**config.mk**
```make
export PLATFORM = sky130hd
export DESIGN_NAME = rank_pd_ctrl
export DESIGN_NICKNAME = d
export VERILOG_FILES = /design/src/rtl/rank_pd_pkg.sv /design/src/rtl/rank_pop_decode.sv /design/src/rtl/rank_pd_fsm.sv /design/src/rtl/rank_pd_ctrl.sv
export SDC_FILE = /design/constraint.sdc
export NUM_CORES = 1
export LEC_CHECK = 0
export ABC_AREA = 1
export BUFFER_PORTS_ARGS = -buffer_cell sky130_fd_sc_hd__buf_2
export CAP_MARGIN = 20
export CORE_MARGIN = 2
export CORE_UTILIZATION = 40
export CTS_CLUSTER_DIAMETER = 30
export DETAILED_ROUTE_END_ITERATION = 10
export GPL_TIMING_DRIVEN = 0
export HOLD_SLACK_MARGIN = 0.02
export PLACE_DENSITY = 0.6
export RECOVER_POWER = 100
export SLEW_MARGIN = 5
export SYNTH_ARGS = -nofsm -noshare
export SYNTH_HDL_FRONTEND = slang
export SYNTH_SLANG_ARGS = --single-unit
```
**constraint.sdc**
```tcl
create_clock -name clk -period 4 [get_ports clk]
set_input_delay 0.2 -clock clk [delete_from_list [all_inputs] [get_ports clk]]
set_output_delay 0.2 -clock clk [all_outputs]
set_load 0.02 [all_outputs]
```
**src/rtl/rank_pd_pkg.sv**
```systemverilog
package rank_pd_pkg;
  typedef enum logic [2:0] {
    RK_ACT  = 3'd0,
    RK_PPD  = 3'd1,
    RK_APD  = 3'd2,
    RK_WAKE = 3'd3,
    RK_OFF  = 3'd4
  } rk_state_e;

  localparam logic [1:0] CODE_ACTIVE = 2'b00;
  localparam logic [1:0] CODE_PRE_PD = 2'b01;
  localparam logic [1:0] CODE_ACT_PD = 2'b10;
  localparam logic [1:0] CODE_OFF    = 2'b11;

  function automatic logic [1:0] rk_code(rk_state_e s);
    case (s)
      RK_PPD:  return CODE_PRE_PD;
      RK_APD:  return CODE_ACT_PD;
      RK_OFF:  return CODE_OFF;
      default: return CODE_ACTIVE;
    endcase
  endfunction
endpackage

```
**src/rtl/rank_pop_decode.sv**
```systemverilog
module rank_pop_decode #(
  parameter int NUM_RANKS = 4,
  parameter int BND_W     = 8
) (
  input  logic [NUM_RANKS*BND_W-1:0] bounds,
  output logic [NUM_RANKS-1:0]       empty
);
  for (genvar i = 0; i < NUM_RANKS; i++) begin : g_rank
    if (i == 0) begin : g_first
      assign empty[i] = (bounds[0 +: BND_W] == '0);
    end else begin : g_rest
      assign empty[i] = (bounds[i*BND_W +: BND_W] <= bounds[(i-1)*BND_W +: BND_W]);
    end
  end
endmodule

```
**src/rtl/rank_pd_fsm.sv**
```systemverilog
module rank_pd_fsm
  import rank_pd_pkg::*;
#(
  parameter int CNT_W = 8
) (
  input  logic             clk,
  input  logic             rst,
  input  logic             cmd,
  input  logic             req,
  input  logic             page_open,
  input  logic             refresh,
  input  logic             empty,
  input  logic             off_en,
  input  logic [CNT_W-1:0] idle_thresh,
  input  logic [CNT_W-1:0] min_low,
  input  logic [CNT_W-1:0] exit_lat,
  output logic             cke,
  output logic             oe,
  output logic             ready,
  output logic [1:0]       code
);
  localparam logic [CNT_W-1:0] ONE = CNT_W'(1);

  rk_state_e        st;
  logic [CNT_W-1:0] tmr;   // idle count, low time or wake time, by state
  logic             go_down;

  assign go_down = (idle_thresh != '0) && (tmr >= idle_thresh) &&
                   !cmd && !refresh && !req;

  always_ff @(posedge clk) begin
    if (rst) begin
      st  <= RK_ACT;
      tmr <= '0;
    end else if (off_en && empty) begin
      st  <= RK_OFF;
      tmr <= '0;
    end else begin
      case (st)
        RK_ACT: begin
          if (cmd) begin
            tmr <= '0;
          end else if (go_down) begin
            st  <= page_open ? RK_APD : RK_PPD;
            tmr <= ONE;
          end else if (tmr < idle_thresh) begin
            tmr <= tmr + ONE;
          end
        end
        RK_PPD, RK_APD: begin
          if (req && tmr >= min_low) begin
            st  <= RK_WAKE;
            tmr <= ONE;
          end else if (tmr < min_low) begin
            tmr <= tmr + ONE;
          end
        end
        RK_WAKE: begin
          if (tmr >= exit_lat) begin
            st  <= RK_ACT;
            tmr <= '0;
          end else begin
            tmr <= tmr + ONE;
          end
        end
        default: begin
          st  <= RK_ACT;
          tmr <= '0;
        end
      endcase
    end
  end

  assign cke   = !(st == RK_PPD || st == RK_APD || st == RK_OFF);
  assign oe    = (st != RK_OFF);
  assign ready = (st == RK_ACT);
  assign code  = rk_code(st);
endmodule

```
**src/rtl/rank_pd_ctrl.sv**
```systemverilog
module rank_pd_ctrl #(
  parameter int NUM_RANKS = 4,
  parameter int CNT_W     = 8,
  parameter int BND_W     = 8
) (
  input  logic                       clk,
  input  logic                       rst,
  input  logic [NUM_RANKS-1:0]       cmd_valid,
  input  logic [NUM_RANKS-1:0]       req_pending,
  input  logic [NUM_RANKS-1:0]       pages_open,
  input  logic [NUM_RANKS-1:0]       refresh_busy,
  input  logic [CNT_W-1:0]           idle_thresh,
  input  logic [CNT_W-1:0]           min_low,
  input  logic [CNT_W-1:0]           exit_lat,
  input  logic [NUM_RANKS*BND_W-1:0] rank_bound,
  input  logic                       tristate_en,
  output logic [NUM_RANKS-1:0]       cke,
  output logic [NUM_RANKS-1:0]       cke_oe,
  output logic [NUM_RANKS-1:0]       cs_oe,
  output logic [NUM_RANKS-1:0]       rank_ready,
  output logic [2*NUM_RANKS-1:0]     rank_state
);
  logic [NUM_RANKS-1:0] empty;
  logic [NUM_RANKS-1:0] drive;

  rank_pop_decode #(.NUM_RANKS(NUM_RANKS), .BND_W(BND_W)) u_pop (
    .bounds (rank_bound),
    .empty  (empty)
  );

  for (genvar i = 0; i < NUM_RANKS; i++) begin : g_rank
    rank_pd_fsm #(.CNT_W(CNT_W)) u_fsm (
      .clk         (clk),
      .rst         (rst),
      .cmd         (cmd_valid[i]),
      .req         (req_pending[i]),
      .page_open   (pages_open[i]),
      .refresh     (refresh_busy[i]),
      .empty       (empty[i]),
      .off_en      (tristate_en),
      .idle_thresh (idle_thresh),
      .min_low     (min_low),
      .exit_lat    (exit_lat),
      .cke         (cke[i]),
      .oe          (drive[i]),
      .ready       (rank_ready[i]),
      .code        (rank_state[2*i +: 2])
    );
  end

  assign cke_oe = drive;
  assign cs_oe  = drive;
endmodule

```
# ---- Word level (Yosys, flattened, before mapping)
# Index checks and enable logic that the tools add are counted.
# Widths: inputs -> output; s select.
dict set report totals {
  regBits 44
  latchBits 0
  mem_bits_rw 0
  romBits 0
  input_bits 75
  elab_cells 233
  n_memories 0
}
dict set report op_classes {
  n_addsub 4
  multipliers 0
  div 0
  n_lt_le_gt_ge 23
  eq_ne 60
  shift 0
  mux 60
  n_bitwise 0
  n_reduce_logical 74
}
# operator n
set op_table {}
lappend op_table {{$mux 8} 24}
lappend op_table {{$ge 8x8->1} 12}
lappend op_table {{$pmux 8 s3} 4}
lappend op_table {{$lt 8x8->1} 8}
lappend op_table {{$mux 3} 20}
lappend op_table {{$ne 3x1->1 const B} 12}
lappend op_table {{$ne 3x3->1 const B} 12}
lappend op_table {{$pmux 3 s3} 4}
lappend op_table {{$add 8x1->8 const B} 4}
lappend op_table {{$reduce_and 4->1} 8}
lappend op_table {{$eq 3x2->1 const B} 8}
lappend op_table {{$le 8x8->1} 3}
lappend op_table {{$logic_and 1x1->1} 24}
lappend op_table {{$pmux 2 s3} 4}
lappend op_table {{$logic_not 1->1} 16}
lappend op_table {{$ne 2x1->1 const B} 8}
lappend op_table {{$ne 2x2->1 const B} 8}
lappend op_table {{$ne 4x4->1 const B} 4}
lappend op_table {{$reduce_or 2->1} 8}
lappend op_table {{$eq 3x1->1 const B} 4}
lappend op_table {{$eq 3x3->1 const B} 4}
lappend op_table {{$logic_not 3->1} 4}
lappend op_table {{$logic_not 8->1} 1}
lappend op_table {{$logic_or 1x1->1} 8}
lappend op_table {{other kinds (3)} 9}

# ---- Logic depth before layout (Yosys ltp)
# Gate-level depths: netlist (run 1).
dict set report logic_depth {
  ltp_word 9
  depth_mapped 16
  mapped_depth_nobuf 16
}

# ---- By module
# Synthesis (run 1) repeated with hierarchy kept, for this count alone.
dict set report unflattened {
  cells_unflattened 1088
  area_unflattened_um2 6756.5
}
# module n_inst cells_per_inst area_per_inst_um2 seq_area_each_um2
set by_module_without_submodules {}
lappend by_module_without_submodules {rank_pd_fsm 4 243 1512.7 220.2}
lappend by_module_without_submodules {rank_pop_decode 1 112 675.6 0.0}
lappend by_module_without_submodules {rank_pd_ctrl 1 4 30.0 0.0}

# ---- Worst setup path before layout (run 1)
# OpenSTA, ideal clock, no wires.
dict set report synth_path {
  kind {register to register}
  startpoint {reg g_rank[2].u_fsm.tmr[3]}
  endpoint {reg g_rank[2].u_fsm.tmr[0]}
  t_arrival_ns 1.605
  t_required_ns 3.872
  path_slack_ns 2.267
  stages_incl_launch_ff 14
  synth_period_minus_slack_ns 1.733
  cell_sequence {dfxtp_1 -> ha_1 -> nand2_1 -> inv_1 -> nand2_1 -> nand2_1 -> nand2_1 -> nand3_1 -> nand2_2 -> nand2_1 -> nand2_4 -> clkinv_2 -> nand2_1 -> a21oi_1}
}
dict set report synth_between {
  elab_chain_cells 8
}
# item line_no
set synth_lines {}
lappend synth_lines {{start: declaration} rank_pd_fsm.sv:25} ;# logic [CNT_W-1:0] tmr;
lappend synth_lines {{start signal: assignment} rank_pd_fsm.sv:47} ;# tmr <= tmr + ONE;
lappend synth_lines {{start signal: assignment} rank_pd_fsm.sv:55} ;# tmr <= tmr + ONE;
lappend synth_lines {{start signal: assignment} rank_pd_fsm.sv:63} ;# tmr <= tmr + ONE;
lappend synth_lines {{$ge 8x8->1} rank_pd_fsm.sv:28} ;# assign go_down = (idle_thresh != '0) && (tmr >= idle_thresh) &&
lappend synth_lines {{$logic_and 1x1->1 (2 in series)} rank_pd_fsm.sv:28}
lappend synth_lines {{$logic_and 1x1->1 (2 in series)} rank_pd_fsm.sv:29} ;# !cmd && !refresh && !req;
lappend synth_lines {{$mux 8} rank_pd_fsm.sv:43} ;# end else if (go_down) begin
lappend synth_lines {{$mux 8} rank_pd_fsm.sv:41} ;# if (cmd) begin
lappend synth_lines {{$pmux 8 s3} rank_pd_fsm.sv:39} ;# case (st)
# Several ways; a longest one is shown, not always the timed one.
# A chain may end at the register's enable or synchronous reset.

# ---- Worst setup path in the final report (run 1)
dict set report layout_path {
  startpoint {reg g_rank[1].u_fsm.tmr[5]}
  endpoint {reg g_rank[1].u_fsm.tmr[7]}
}
dict set report layout_between {
  elab_chain_cells 8
}
# item line_no
set layout_lines {}
lappend layout_lines {{start: declaration} rank_pd_fsm.sv:25}
lappend layout_lines {{start signal: assignment} rank_pd_fsm.sv:47}
lappend layout_lines {{start signal: assignment} rank_pd_fsm.sv:55}
lappend layout_lines {{start signal: assignment} rank_pd_fsm.sv:63}
lappend layout_lines {{$ge 8x8->1} rank_pd_fsm.sv:28}
lappend layout_lines {{$logic_and 1x1->1 (2 in series)} rank_pd_fsm.sv:28}
lappend layout_lines {{$logic_and 1x1->1 (2 in series)} rank_pd_fsm.sv:29}
lappend layout_lines {{$mux 8} rank_pd_fsm.sv:43}
lappend layout_lines {{$mux 8} rank_pd_fsm.sv:41}
lappend layout_lines {{$pmux 8 s3} rank_pd_fsm.sv:39}
# Several ways; a longest one is shown, not always the timed one. The select of a mux whose other input is x is not followed.

==> results.py, run 1 <==
metrics = {
    "timing": {
        "min_period_ns": 2.73,
        "slew_viol_final": 0,
        "rsz0062_at_grt": "no",
        "setup_tns_ns": 0,
        "fin_hold_ws_ns": 0.202,
        "setup-violations-final": 0,
        "hold_viol": 0,
        "relSlewSlack_pct": 51.8,
        "post-route-period-util_pct": 68.3,
        "worst_pin_slew_ns": 0.723,
        "finClkSkew_ns": 0.00173,
        "max_freq_ghz": 0.366,
    },
    "finish": {
        "final_common_cell": "nand2_1",
        "num_antenna_cells": 0,
        "drive_gt1_share_pct": 11.7,
        "mostFrequentLayoutCells": "260 x nand2_1, 149 x inv_1, 124 x ha_1",
        "syn_to_final_growth_pct": 13.6,
        "stdcell_count": 1319,
        "nNetsFinal": 1301,
    },
    "worst_hold_path": {
        "min_path_type": "in -> reg",
        "whs_path_depth": 3,
        "hold_end": "g_rank[1].u_fsm.st[2]$_SDFFE_PP0P_",
        "min_from": "tristate_en",
    },
    "clocking": {
        "cts_buffers": 5,
        "hold_buffers": 0,
        "h-tree-depth": 2,
        "cts.repair.resized": 0,
        "clock_sinks": 44,
        "cts_buffer_depth": 2,
        "clk_root_buffer_cell": "clkbuf_16",
        "clock_latency_ns": 0.30,
        "cts_tree": "done",
        "cts_setup_buffers": 0,
        "cts.clk_slew.worst_paths_ns": 0.06,
    },
    "critical_path": {
        "reg2reg_depth": 12,
        "end_kind": "flop",
        "crit_chain": "ha_1 -> a21oi_1 -> nor2_1 -> nor2_1 -> nand3_1 -> nand2_1 -> nand2_1 -> nand2_1 -> clkinvlp_2 -> nand2_1 -> nand3_1 -> nor2_1",
        "critPathBufInv": 1,
        "crit_type": "reg -> reg",
        "reg2reg_from": "g_rank[1].u_fsm.tmr[5]$_SDFFE_PP0P_",
        "cp_max_fo": 9,
        "crit_family": "simple AND/OR/NAND/NOR gates",
        "crit_top_cell": "nand2_1",
        "critPathMaxStageDelay_ns": 0.54,
        "rr_endpoint": "g_rank[1].u_fsm.tmr[7]$_SDFFE_PP0P_",
        "arrival_ns": 2.97,
        "cp.required_ns": 4.24,
        "start_kind": "flop",
        "r2r_setup_slack_ns": 1.27,
        "slowest_stage": "dfxtp_1",
    },
    "power_and_ir_drop": {
        "ir_drop_mv": 0.159,
        "powerDensity_nw_per_um2": 248,
        "power_leakage_nw": 4.00,
    },
    "placement": {
        "placedCellCount": 1311,
        "gp_congestion": 0.822,
        "numPortBuffers": 98,
        "dp_hpwl_um": 14200,
    },
    "die": {
        "core_area_um2": 15700,
        "fp-row-count": 46,
        "ioPinCount": 99,
        "fp.dieW_um": 130,
        "start_util_pct": 40.5,
        "fp.dieH_um": 130,
        "die_area_um2": 16900,
    },
    "drt": {
        "via_per_inst": 5.02,
        "drc": 0,
        "firstDrtPassIters": 5,
        "drt-initial-drc-count": 572,
        "ant_nets": 0,
        "routedWlPerCell_um": 13.6,
        "wl_um": 18000,
        "vias": 6625,
    },
    "synth": {
        "syn_nets": 1196,
        "ys_seq_area_share_pct": 13.8,
        "syn_area_per_cell_um2": 6.39,
        "synthesis.instances": 997,
        "ys_warn_count": 0,
        "synth_cell_types": 38,
        "synth_area_um2": 6370,
        "ys_ff_latch": 44,
    },
    "global_route": {
        "grt_pass1_wl_um": 29400,
        "groute.usage.overall_pct": 21.8,
        "grt_pass1_vias": 6029,
        "grt_start_max_net_pins": 14,
        "antenna_found_initial": 0,
        "overflow": 0,
    },
    "outcome": {
        "outcome": "finished clean",
    },
    "job": {
        "cap_violations": 0,
    },
}
-- flip-flops by register name, summed over array words and instances (netlist names) --
name              flops
g_rank.u_fsm.st      12
g_rank.u_fsm.tmr     32
-- worst max-delay path by stage --
stage	from	end	depth (start not counted)
floorplan	g_rank[2].u_fsm.tmr[3]$_SDFFE_PP0P_	g_rank[2].u_fsm.tmr[0]$_SDFFE_PP0P_	13
global placement	g_rank[2].u_fsm.tmr[3]$_SDFFE_PP0P_	g_rank[2].u_fsm.tmr[1]$_SDFFE_PP0P_	13
detailed placement	g_rank[1].u_fsm.tmr[5]$_SDFFE_PP0P_	g_rank[1].u_fsm.tmr[7]$_SDFFE_PP0P_	12
CTS	g_rank[1].u_fsm.tmr[5]$_SDFFE_PP0P_	g_rank[1].u_fsm.tmr[7]$_SDFFE_PP0P_	12
global route	g_rank[1].u_fsm.tmr[5]$_SDFFE_PP0P_	g_rank[1].u_fsm.tmr[7]$_SDFFE_PP0P_	12
finish	g_rank[1].u_fsm.tmr[5]$_SDFFE_PP0P_	g_rank[1].u_fsm.tmr[7]$_SDFFE_PP0P_	12
-- worst reg2reg max path: cells and delay by family (launching register included) --
kind	cells	cell delay, ns
flops	1	0.54
buf+inv	1	0.39
fa+ha+maj	1	0.32
simple gates	9	1.24
compound gates	1	0.17
-- kinds of logic (layout without fill, tap and decap cells) --
| kind of cell | Yosys count | after routing | synth area share, % |
|---|---|---|---|
| compound gates | 123 | 123 | 10.6 |
| xor+xnor | 16 | 16 | 2.20 |
| fa+ha+maj | 124 | 124 | 24.4 |
| buf+inv | 175 | 281 | 11.5 |
| flops | 44 | 44 | 13.8 |
| simple gates | 515 | 515 | 37.6 |
-- synth_stat cells, drive strengths merged --
master    n  area [µm²]
a21boi    1        7.51
o21bai    2        15.0
nand3b    1        7.51
buf      18         130
inv     154         588
a21oi    90         469
o22ai     1        6.26
a21o     10        75.1
dfxtp    44         881
clkinv    3        12.5
nor2     75         314
nand4    66         413
o21ai    17        85.1
nand3    94         515
nor3      7        35.0
or3       4        30.0
ha      124        1550
nand2   266        1060
xnor2     2        17.5
nor4      1        6.26
or2       1        6.26
o21a      1        7.51
xor2     14         123
o211ai    1        7.51
-- routing by layer --
layer	vias to the layer above	track usage [%]	part of all wire, %
met1	2919	30.1	50
li1	3544	-	-
met3	17	3.44	4.9
met5	-	0	0
met4	0	5.31	1.6
met2	145	35.4	44
-- final cells by class --
cell class              instances  area, µm²
plain buffers                  18        128
clock buffers                   7        153
clock inverters                 1       30.0
fillers                      1733       8480
inverters                     157        594
multi-input cells             778       4720
flip-flops and latches         44        881
well taps                     216        270
repair buffers                 98        462
-- stage by stage --
stage | cell area (µm²) | worst slack, ns | utilization (%) | power [W]
CTS | 7310 | 1.83 | 46.5 | 0.00182
global placement | 7130 | 1.85 | 45.4 | 0.00129
detailed placement | 7130 | 1.84 | 45.4 | 0.00130
finish | 7230 | 1.27 | 46.0 | 0.00179
global route | 7230 | 0.957 | 46.0 | 0.00194
floorplan | 6370 | 2.27 | - | 0.00107
-- power by group --
part	switching (W)	internal, W
Combinational	0.000494	0.000271
Sequential	0.0000421	0.000469
Clock	0.000186	0.000329
Total	0.000722	0.00107
Power figures use the tool's default switching activity.
==> run 2, diff against run 1 <==
PLACE_DENSITY = 0.62   (was 0.6)
clock period = 2.35 ns   (was 4 ns; I/O delays follow)
==> run 2 against run 1 <==
  * Routed wire length is 0.56% lower
  * Largest cell class unchanged
  * Sequential share of layout area fell by 0.087 points
  * Core utilization up 0.40 points
  * Clock skew rose by 0.00056 ns
  * Power increased by 73%
  * Non-clock buffer count increased by 4
  * Largest power group unchanged
  * Final area up 0.86%
  * Global-route usage grew 0.080 points
  * Die area unchanged
  * Flip-flop and latch count did not move
  * Clock power increased by 80%
  * Clock-buffer cell count shrank 2
==> results.py, run 2 (same netlist as run 1, synthesis figures left out) <==
metrics = {
    "critical_path": {
        "reg2reg_depth": 12,
        "crit_chain": "ha_1 -> a21oi_1 -> nor2_1 -> nor2_1 -> nand3_1 -> nand2_2 -> nand2_1 -> nand2_4 -> inv_2 -> nand2_1 -> nand3_1 -> nor2_1",
        "arrival_ns": 2.40,
        "end_kind": "flop",
        "slowest_stage": "dfxtp_1",
        "crit_type": "reg -> reg",
        "crit_start": "g_rank[1].u_fsm.tmr[5]$_SDFFE_PP0P_",
        "start_kind": "flop",
        "cp.required_ns": 2.59,
        "crit_top_cell": "nor2_1",
        "reg2reg_from": "g_rank[1].u_fsm.tmr[5]$_SDFFE_PP0P_",
        "cp_max_fo": 9,
        "critPathMaxStageDelay_ns": 0.51,
        "r2r_setup_slack_ns": 0.20,
    },
    "timing": {
        "slew_viol_final": 0,
        "max_freq_ghz": 0.464,
        "setup_tns_ns": 0,
        "rsz0062_at_grt": "no",
        "relSlewSlack_pct": 55.8,
        "fin_ws_ns": 0.196,
        "min_period_ns": 2.15,
        "post-route-period-util_pct": 91.7,
        "hold_viol": 0,
        "finClkSkew_ns": 0.00229,
        "worst_pin_slew_ns": 0.661,
        "setup-violations-final": 0,
    },
    "clocking": {
        "clock_latency_ns": 0.30,
        "cts.clk_slew.worst_paths_ns": 0.07,
        "cts_buffer_depth": 2,
        "clk_root_buffer_cell": "clkbuf_16",
        "cts_buffers": 5,
        "hold_buffers": 0,
        "cts_tree": "done",
        "h-tree-depth": 2,
        "clock_sinks": 44,
    },
    "placement": {
        "gp_congestion": 0.847,
        "dpl_worst_slack_ns": 0.161,
        "numPortBuffers": 98,
        "dp_hpwl_um": 13900,
        "post_dp_cell_area_um2": 7130,
    },
    "power_and_ir_drop": {
        "combPwrFrac_pct": 41.7,
        "p_int_w": 0.00186,
        "p_total_w": 0.00309,
        "powerDensity_nw_per_um2": 424,
        "clockPowerShare_pct": 30.1,
        "pwr-share-seq_pct": 28.2,
        "ir_drop_mv": 0.253,
        "switching_share_pct": 39.8,
        "p_switching_w": 0.00123,
        "power_leakage_nw": 4.03,
    },
    "finish": {
        "top_regs": "g_rank.u_fsm.tmr: 32 flops, g_rank.u_fsm.st: 12 flops",
        "drive_gt1_share_pct": 12.6,
        "finish.utilization_pct": 46.4,
        "num_antenna_cells": 0,
        "nNetsFinal": 1305,
        "syn_to_final_growth_pct": 14.6,
        "final_common_cell": "nand2_1",
        "largest_reg_flops": 32,
        "regMostFlops": "g_rank.u_fsm.tmr",
        "post-route-cell-area_um2": 7300,
        "mostFrequentLayoutCells": "256 x nand2_1, 150 x inv_1, 124 x ha_1",
    },
    "drt": {
        "via_per_inst": 5.06,
        "wl_um": 17900,
        "routedWlPerCell_um": 13.5,
        "drt-initial-drc-count": 727,
        "firstDrtPassIters": 5,
        "vias": 6692,
        "ant_nets": 0,
        "drc": 0,
    },
    "outcome": {
        "outcome": "finished clean",
    },
    "die": {
        "fp-row-count": 46,
        "fp.dieH_um": 130,
        "fp.dieW_um": 130,
        "die_area_um2": 16900,
        "core_area_um2": 15700,
        "ioPinCount": 99,
        "start_util_pct": 40.5,
    },
    "global_route": {
        "grt_pass1_vias": 6089,
        "grt_pass1_wl_um": 29400,
        "groute.usage.overall_pct": 21.8,
        "overflow": 0,
        "grt_start_max_net_pins": 14,
        "antenna_found_initial": 0,
    },
    "job": {
        "cap_violations": 0,
    },
    "worst_hold_path": {
        "whs_path_depth": 3,
        "min_path_type": "in -> reg",
        "min_from": "tristate_en",
    },
}
[run 2: cell count changes in the layout (fill, tap and decap cells not counted), sizes merged]
cell,delta
buf,+6
bufinv,+1
clkbuf,-4
clkinvlp,-3
inv,+3
[run 2: timing repair]
action	in CTS	in global routing
endpoints found under the hold margin	0	0
setup endpoints to repair	0	10
buffers inserted	0	4
gates resized for setup	0	1
[run 2: through the flow]
step,instances,hold slack (ns)
6_report,1322,0.108
5_1_grt,1322,0.121
3_3_place_gp,1311,0.427
4_1_cts,1318,0.105
3_5_place_dp,1311,0.427
2_1_floorplan,997,0.189
[run 2: critical path: cells and delay by family, from the launching register on]
kind,cells,cell delay (ns)
adders and majority gates,1,0.31
buffers and inverters,1,0.11
DFF,1,0.51
and+or+nand+nor,9,1.00
AOI/OAI and AO/OA,1,0.16
[run 2: power groups by stage]
| stage | combinational [W] | clock (W) | sequential, W |
|---|---|---|---|
| detailed placement | 0.00132 | 0 | 0.000888 |
| global route | 0.00149 | 0.000973 | 0.000880 |
| global placement | 0.00131 | 0 | 0.000886 |
| floorplan | 0.000957 | 0 | 0.000866 |
| finish | 0.00129 | 0.000930 | 0.000873 |
| CTS | 0.00132 | 0.000946 | 0.000871 |
[run 2: path summary, 6_finish.rpt]
check                                                            to
worst min-delay path             g_rank[1].u_fsm.st[2]$_SDFFE_PP0P_
worst max register to register  g_rank[1].u_fsm.tmr[7]$_SDFFE_PP0P_
worst max-delay path            g_rank[1].u_fsm.tmr[7]$_SDFFE_PP0P_
worst min register to register   g_rank[2].u_fsm.st[1]$_SDFFE_PP0P_
[run 2: routing by layer]
layer,vias up,track usage (%),part of all wire (%)
li1,3547,-,-
met1,2956,30.6,50
met2,183,36.1,44
met3,6,3.03,5.4
met4,0,4.05,0.73
met5,-,0,0
[run 2: layout make-up]
cell class	instances	area (µm²)
inverter	157	596
buffer	18	128
timing repair buffer	102	494
clock buffer	5	125
clock inverter	2	60.1
tap	216	270
fill	1703	8420
sequential	44	882
multi-input combinational	778	4740
